### config.mk
export PLATFORM = sky130hd
export DESIGN_NAME = vat_top
export DESIGN_NICKNAME = d
export VERILOG_FILES = /design/src/rtl/vat_pkg.sv /design/src/rtl/vat_tlb.sv /design/src/rtl/vat_walker.sv /design/src/rtl/vat_top.sv
export SDC_FILE = /design/constraint.sdc
export NUM_CORES = 1
export LEC_CHECK = 0
export BUFFER_PORTS_ARGS = -buffer_cell sky130_fd_sc_hd__buf_2
export CAP_MARGIN = 40
export CELL_PAD_IN_SITES_DETAIL_PLACEMENT = 0
export CELL_PAD_IN_SITES_GLOBAL_PLACEMENT = 1
export CORE_MARGIN = 1
export CORE_UTILIZATION = 25
export DETAILED_ROUTE_END_ITERATION = 8
export MAX_ROUTING_LAYER = met4
export PLACE_DENSITY_LB_ADDON = 0.1
export SLEW_MARGIN = 5
export SYNTH_ARGS = -nofsm -noshare
export SYNTH_HDL_FRONTEND = slang
export SYNTH_SLANG_ARGS = --single-unit
### constraint.sdc
create_clock -name clk -period 6.3 [get_ports clk]
set_input_delay 1.26 -clock clk [delete_from_list [all_inputs] [get_ports clk]]
set_output_delay 1.26 -clock clk [all_outputs]
set_load 0.01 [all_outputs]
### src/rtl/vat_pkg.sv
// Shared definitions for the address translator.
// Assumes a table entry carries its valid flag in bit 0.
package vat_pkg;
    typedef enum logic [2:0] {
        WK_IDLE,
        WK_L1_REQ,
        WK_L1_WAIT,
        WK_L2_REQ,
        WK_L2_WAIT
    } wk_state_t;

    localparam int ENTRY_VALID_BIT = 0;
endpackage

### src/rtl/vat_tlb.sv
// Fully associative translation cache with round-robin replacement.
// Lookup is combinational. A fill and a flush take effect at the clock edge.
// Assumes the caller never fills a page number that is already present.
module vat_tlb #(
    parameter int VPN_W = 20,
    parameter int PFN_W = 20,
    parameter int DEPTH = 8,
    localparam int PTR_W = $clog2(DEPTH)
) (
    input  logic             clk,
    input  logic             rst_n,
    input  logic [VPN_W-1:0] lk_vpn,
    output logic             lk_hit,
    output logic [PFN_W-1:0] lk_pfn,
    input  logic             fill_en,
    input  logic [VPN_W-1:0] fill_vpn,
    input  logic [PFN_W-1:0] fill_pfn,
    input  logic             flush,
    output logic [DEPTH-1:0] vld_o
);
    logic [DEPTH-1:0] vld_q;
    logic [VPN_W-1:0] tag_q [DEPTH];
    logic [PFN_W-1:0] pfn_q [DEPTH];
    logic [PTR_W-1:0] ptr_q;
    logic [DEPTH-1:0] match;

    // One tag comparator for each slot.
    generate
        for (genvar g = 0; g < DEPTH; g++) begin : g_cmp
            assign match[g] = vld_q[g] && (tag_q[g] == lk_vpn);
        end
    endgenerate

    // OR together the frame of the (at most one) matching slot.
    always_comb begin
        lk_pfn = '0;
        for (int k = 0; k < DEPTH; k++) begin
            if (match[k]) lk_pfn = lk_pfn | pfn_q[k];
        end
    end

    assign lk_hit = |match;
    assign vld_o  = vld_q;

    // Valid bits and the replacement pointer.
    always_ff @(posedge clk) begin
        if (!rst_n) begin
            vld_q <= '0;
            ptr_q <= '0;
        end else if (flush) begin
            vld_q <= '0;
        end else if (fill_en) begin
            vld_q[ptr_q] <= 1'b1;
            ptr_q        <= (ptr_q == PTR_W'(DEPTH - 1)) ? '0 : ptr_q + 1'b1;
        end
    end

    // Tag and frame storage. No reset is needed, because vld_q gates it.
    always_ff @(posedge clk) begin
        if (fill_en && !flush) begin
            tag_q[ptr_q] <= fill_vpn;
            pfn_q[ptr_q] <= fill_pfn;
        end
    end
endmodule

### src/rtl/vat_walker.sv
// Two-level table walk sequencer.
// It captures the base frame when a walk starts, reads the first-level entry,
// then reads the second-level entry. An entry with bit 0 clear ends the walk.
// Assumes walk_vpn stays stable from the cycle after start until done.
module vat_walker
    import vat_pkg::*;
#(
    parameter int PA_W  = 32,
    parameter int OFF_W = 12,
    localparam int IDX_W = OFF_W - 2,
    localparam int PFN_W = PA_W - OFF_W
) (
    input  logic               clk,
    input  logic               rst_n,
    input  logic               start,
    input  logic [PFN_W-1:0]   base_pfn,
    input  logic [2*IDX_W-1:0] walk_vpn,
    output logic               busy,
    output logic               mem_req_valid,
    input  logic               mem_req_ready,
    output logic [PA_W-1:0]    mem_req_addr,
    input  logic               mem_rsp_valid,
    input  logic [PA_W-1:0]    mem_rsp_data,
    output logic               done,
    output logic               done_fault,
    output logic [PFN_W-1:0]   done_pfn
);
    wk_state_t        state_q;
    logic [PFN_W-1:0] tbl_pfn_q;
    logic [IDX_W-1:0] idx;
    logic             entry_ok;
    logic             unused_bits;

    assign entry_ok    = mem_rsp_data[ENTRY_VALID_BIT];
    assign unused_bits = ^mem_rsp_data[OFF_W-1:1];

    // Step through the request and wait states of both levels.
    always_ff @(posedge clk) begin
        if (!rst_n) begin
            state_q <= WK_IDLE;
        end else begin
            case (state_q)
                WK_IDLE:    if (start)         state_q <= WK_L1_REQ;
                WK_L1_REQ:  if (mem_req_ready) state_q <= WK_L1_WAIT;
                WK_L1_WAIT: if (mem_rsp_valid) state_q <= entry_ok ? WK_L2_REQ : WK_IDLE;
                WK_L2_REQ:  if (mem_req_ready) state_q <= WK_L2_WAIT;
                WK_L2_WAIT: if (mem_rsp_valid) state_q <= WK_IDLE;
                default:                       state_q <= WK_IDLE;
            endcase
        end
    end

    // Frame of the table that is read next: the base at start, then the level-1 result.
    always_ff @(posedge clk) begin
        if (!rst_n) begin
            tbl_pfn_q <= '0;
        end else if (state_q == WK_IDLE && start) begin
            tbl_pfn_q <= base_pfn;
        end else if (state_q == WK_L1_WAIT && mem_rsp_valid) begin
            tbl_pfn_q <= mem_rsp_data[PA_W-1:OFF_W];
        end
    end

    // Form the entry address from the table frame and the index of this level.
    always_comb begin
        idx           = (state_q == WK_L1_REQ) ? walk_vpn[2*IDX_W-1:IDX_W] : walk_vpn[IDX_W-1:0];
        mem_req_valid = (state_q == WK_L1_REQ) || (state_q == WK_L2_REQ);
        mem_req_addr  = {tbl_pfn_q, idx, 2'b00};
    end

    assign busy       = (state_q != WK_IDLE);
    assign done       = mem_rsp_valid &&
                        ((state_q == WK_L1_WAIT && !entry_ok) || state_q == WK_L2_WAIT);
    assign done_fault = !entry_ok;
    assign done_pfn   = mem_rsp_data[PA_W-1:OFF_W];
endmodule

### src/rtl/vat_top.sv
// Virtual-to-physical address translator. It holds the base register, the
// translation cache, the walk sequencer and the response register.
// Assumes one request in flight. An invalidate that arrives during a walk is
// held back until the walk ends, and that walk's result is then not cached.
module vat_top #(
    parameter int PA_W  = 32,
    parameter int OFF_W = 12,
    parameter int TLB_N = 8,
    localparam int IDX_W = OFF_W - 2,
    localparam int VPN_W = 2 * IDX_W,
    localparam int VA_W  = VPN_W + OFF_W,
    localparam int PFN_W = PA_W - OFF_W
) (
    input  logic             clk,
    input  logic             rst_n,
    input  logic             req_valid,
    output logic             req_ready,
    input  logic [VA_W-1:0]  req_vaddr,
    output logic             rsp_valid,
    output logic             rsp_fault,
    output logic [PA_W-1:0]  rsp_paddr,
    output logic             mem_req_valid,
    input  logic             mem_req_ready,
    output logic [PA_W-1:0]  mem_req_addr,
    input  logic             mem_rsp_valid,
    input  logic [PA_W-1:0]  mem_rsp_data,
    input  logic             base_wr,
    input  logic [PFN_W-1:0] base_pfn_in,
    input  logic             tlb_inv
);
    logic [PFN_W-1:0] base_q;
    logic [VPN_W-1:0] vpn_q;
    logic [OFF_W-1:0] off_q;
    logic             inv_pend_q;
    logic             lk_hit;
    logic [PFN_W-1:0] lk_pfn;
    logic [TLB_N-1:0] tlb_vld;
    logic             wk_busy, wk_done, wk_fault;
    logic [PFN_W-1:0] wk_pfn;
    logic             accept, start_walk, flush, fill;
    logic             rsp_valid_q, rsp_fault_q;
    logic [PA_W-1:0]  rsp_paddr_q;

    assign req_ready  = !wk_busy && !tlb_inv;
    assign accept     = req_valid && req_ready;
    assign start_walk = accept && !lk_hit;
    assign flush      = (tlb_inv && !wk_busy) || (wk_done && (inv_pend_q || tlb_inv));
    assign fill       = wk_done && !wk_fault && !inv_pend_q && !tlb_inv;

    // Level-1 table base register, written by software.
    always_ff @(posedge clk) begin
        if (!rst_n)       base_q <= '0;
        else if (base_wr) base_q <= base_pfn_in;
    end

    // Hold the page number and offset of the request that is being walked.
    always_ff @(posedge clk) begin
        if (!rst_n) begin
            vpn_q <= '0;
            off_q <= '0;
        end else if (start_walk) begin
            vpn_q <= req_vaddr[VA_W-1:OFF_W];
            off_q <= req_vaddr[OFF_W-1:0];
        end
    end

    // Remember an invalidate that arrived mid-walk until the walk ends.
    always_ff @(posedge clk) begin
        if (!rst_n)                  inv_pend_q <= 1'b0;
        else if (wk_done)            inv_pend_q <= 1'b0;
        else if (wk_busy && tlb_inv) inv_pend_q <= 1'b1;
    end

    vat_tlb #(.VPN_W(VPN_W), .PFN_W(PFN_W), .DEPTH(TLB_N)) u_tlb (
        .clk      (clk),
        .rst_n    (rst_n),
        .lk_vpn   (req_vaddr[VA_W-1:OFF_W]),
        .lk_hit   (lk_hit),
        .lk_pfn   (lk_pfn),
        .fill_en  (fill),
        .fill_vpn (vpn_q),
        .fill_pfn (wk_pfn),
        .flush    (flush),
        .vld_o    (tlb_vld)
    );

    vat_walker #(.PA_W(PA_W), .OFF_W(OFF_W)) u_walk (
        .clk           (clk),
        .rst_n         (rst_n),
        .start         (start_walk),
        .base_pfn      (base_q),
        .walk_vpn      (vpn_q),
        .busy          (wk_busy),
        .mem_req_valid (mem_req_valid),
        .mem_req_ready (mem_req_ready),
        .mem_req_addr  (mem_req_addr),
        .mem_rsp_valid (mem_rsp_valid),
        .mem_rsp_data  (mem_rsp_data),
        .done          (wk_done),
        .done_fault    (wk_fault),
        .done_pfn      (wk_pfn)
    );

    // Register the response from a cache hit or from the end of a walk.
    always_ff @(posedge clk) begin
        if (!rst_n) begin
            rsp_valid_q <= 1'b0;
            rsp_fault_q <= 1'b0;
            rsp_paddr_q <= '0;
        end else begin
            rsp_valid_q <= (accept && lk_hit) || wk_done;
            if (accept && lk_hit) begin
                rsp_fault_q <= 1'b0;
                rsp_paddr_q <= {lk_pfn, req_vaddr[OFF_W-1:0]};
            end else if (wk_done) begin
                rsp_fault_q <= wk_fault;
                rsp_paddr_q <= wk_fault ? '0 : {wk_pfn, off_q};
            end
        end
    end

    assign rsp_valid = rsp_valid_q;
    assign rsp_fault = rsp_fault_q;
    assign rsp_paddr = rsp_paddr_q;
endmodule

==> qor.yml <==
status: "finished, final reports clean"
syn_inst: 1215
maxCapViolations: 0
final_area_um2: 20800
post_cts_buffers: 0
via_per_inst: 4.57
placed_cells: 2191
hold_buffers: 0
worstHoldPathCells: 1
drt_iter0_drc: 735
worst_r2r_path_depth: 10
clock.fmax_mhz: 251
ctsRootBufferMaster: "clkbuf_16"
crit_chain: "buf_2 -> xor2_1 -> nor4_1 -> nand4_1 -> nor4_4 -> buf_4 -> nor4_1 -> nand3_2 -> buf_12 -> nor2_1 -> a211oi_1"
htreeDepth: 2
worstPathRequired_ns: 6.79
crit_buf_inv: 3
num-fill-cells: 6745
ys_ff_latch: 441
min_period_ns: 3.98
rsz0062_at_grt: "false"
worst_pin_slew_ns: 0.824
crit_top_cell: "nor4_1"
pin_count: 159
ctsLongestPathBuffers: 3
die_area_um2: 70000
nNetsFinal: 1463
fp.dieW_um: 264
timing.rr.start: "u_tlb.tag_q[1][7]$_DFFE_PP_"
max_slew_margin_pct: 44.9
worst_path_max_delay_cell: "nand3_2"
async_reset_ff_share_pct: 0
dpl_cell_area_um2: 19000
clk_latency_ns: 0.59
wl_um: 54700
fin_skew_ns: 0.0224
wl_per_cell_um: 23.9
final_cells: 2286
worstSetupPathType: "primary input to flip-flop"
irDropWorstVdd_uv: 162
cp-startpoint: "req_vaddr[29]"
synth_cell_types: 46
cp_top_family: "simple AND/OR/NAND/NOR gates"
dr.pass1.iters: 4
vias: 10500
area_growth_pct: 20.6
powerDensity_nw_per_um2: 317
drive_above_1_share_pct: 20.4
avgSynthCellArea_um2: 14.2
hold_path.class: "flip-flop to flip-flop"
critPathLaunchType: "primary input"
r2r-end: "u_walk.tbl_pfn_q[16]$_SDFFE_PN0P_"
grt_pass1_vias: 10500
postCtsResizedCells: 0
antenna_found_initial: 3
final_cell_mix: "320 x edfxtp_1, 145 x buf_2, 121 x dfxtp_1"
cts.clk_slew.worst_paths_ns: 0.06
final_common_cell: "edfxtp_1"
ff2ff_setup_slack_ns: 2.93
leakage_uw: 0.00698
gr-total-overflow: 0
rows: 95
endpoint: "u_walk.tbl_pfn_q[16]$_SDFFE_PN0P_"
gp_congestion: 0.720
dieHeight_um: 264
place_hpwl_um: 32900
port_buffers: 145
arrival_ns: 4.47
drc: 0
drv_slew: 0
cp_num_cells: 11
cts_tree: "built"
numCtsBuffers: 50
cts.sink_count: 441
grt_use_total_pct: 16.0
period_share_pct: 63.1
cp-end-kind: "flip-flop"
synth_area_um2: 17200
core_um2: 67600
slowest_delay_ns: 0.44
fin_tns_setup_ns: 0
ys_seq_area_share_pct: 69.8
synth-edff-count: 320
synth_ff_type: "edfxtp_1"
setup_violations: 0
grt_pass1_wl_um: 78000
ant_nets: 0
fin_util_pct: 30.7
crit_fanout: 59
start_util_pct: 25.5
hold_violations: 0
grt_max_degree: 60
yosysWarnings: 0
sequential cells by signal, summed over array words and instances (netlist names):
name,count
rsp_fault,1
u_tlb.pfn_q,160
inv_pend_q,1
u_walk.tbl_pfn_q,20
u_walk.state_q,3
u_tlb.vld_o,8
vpn_q,20
rsp_valid,1
u_tlb.tag_q,160
rsp_paddr,32
base_q,20
u_tlb.ptr_q,3
off_q,12
cell usage after synthesis, drive strengths merged, types with 3 or more instances:
master	instances	area, um2
edfxtp	320	9610
dfxtp	121	2420
xnor2	98	858
nand2	93	357
xor2	63	552
a22oi	62	465
nor2	61	229
buf	49	314
a21oi	41	205
mux2i	41	410
nor4	28	213
clkbuf	27	101
nand4	25	156
a211oi	21	163
nand3	20	105
o21ai	20	100
a32oi	18	158
and3	15	93.8
a31oi	13	81.3
and4	11	96.3
a221oi	10	87.6
mux2	10	113
nor3	10	50.1
a22o	9	78.8
o21a	8	60.1
nand2b	5	31.3
inv	3	11.3
worst min path at each step:
stage                                     start                           to  slack (ns)
finish              u_tlb.vld_o[4]$_SDFFE_PP0P_  u_tlb.vld_o[4]$_SDFFE_PP0P_        0.46
global route        u_tlb.vld_o[4]$_SDFFE_PP0P_  u_tlb.vld_o[4]$_SDFFE_PP0P_        0.48
CTS                 u_tlb.vld_o[4]$_SDFFE_PP0P_  u_tlb.vld_o[4]$_SDFFE_PP0P_        0.46
detailed placement  u_tlb.vld_o[4]$_SDFFE_PP0P_  u_tlb.vld_o[4]$_SDFFE_PP0P_        0.44
global placement    u_tlb.vld_o[4]$_SDFFE_PP0P_  u_tlb.vld_o[4]$_SDFFE_PP0P_        0.44
floorplan           u_tlb.vld_o[2]$_SDFFE_PP0P_  u_tlb.vld_o[2]$_SDFFE_PP0P_        0.43
routing by layer:
metal | track usage, % | routed length (um) | vias to the layer above
li1 | - | - | 4872
met4 | 3.35 | 784 | 0
met5 | - | 0 | -
met3 | 2.80 | 2410 | 55
met2 | 24.7 | 24900 | 218
met1 | 21.9 | 26600 | 5311
stage by stage:
| stage | setup slack [ns] | hold WS, ns | power [uW] |
|---|---|---|---|
| after floorplan | 1.00 | 0.433 | 3420 |
| after global placement | 1.64 | 0.440 | 3590 |
| after detailed placement | 1.71 | 0.445 | 3590 |
| after CTS | 2.33 | 0.459 | 6680 |
| after global routing | 2.15 | 0.483 | 6810 |
| final | 2.32 | 0.455 | 6580 |
cell families (layout without fill, tap and decap cells):
kind of cell	count (synthesis)	count (layout)	share of synthesized area, %
DFF	441	441	69.8
and+or+nand+nor	274	274	7.96
AOI/OAI and AO/OA	205	205	8.30
xor gates and xnor gates	161	161	8.19
buffers and inverters	80	275	2.50
muxes	51	51	3.04
adders and majority gates	2	2	0.145
other	1	4	0.0218
power by group:
group / leakage (uW) / switching [uW] / total [uW] / internal (uW)
sequential: 0.00389 / 48.9 / 3190 / 3150
clock: 0.000837 / 1220 / 3050 / 1840
combinational: 0.00225 / 213 / 329 / 116
worst register-to-register path: cells and delay by family, from the launching register on:
kind                      cells  cell delay (ns)
xor gates and xnor gates      1             0.16
AOI/OAI and AO/OA             1             0.21
and+or+nand+nor               6             1.78
DFF                           1             0.37
buffers and inverters         2             0.75
final cells by class:
type                       count  area [um2]  area share (%)
clock buffer                  66        1390            6.70
multi-input combinational    695        4890            23.5
sequential                   441       12000            57.9
timing repair buffer         178        1020            4.90
antenna                        2        5.00          0.0241
tap                          873        1090            5.26
clock inverter                27         328            1.58
inverter                       4        16.3          0.0783
(Power assumes the default switching activity.)
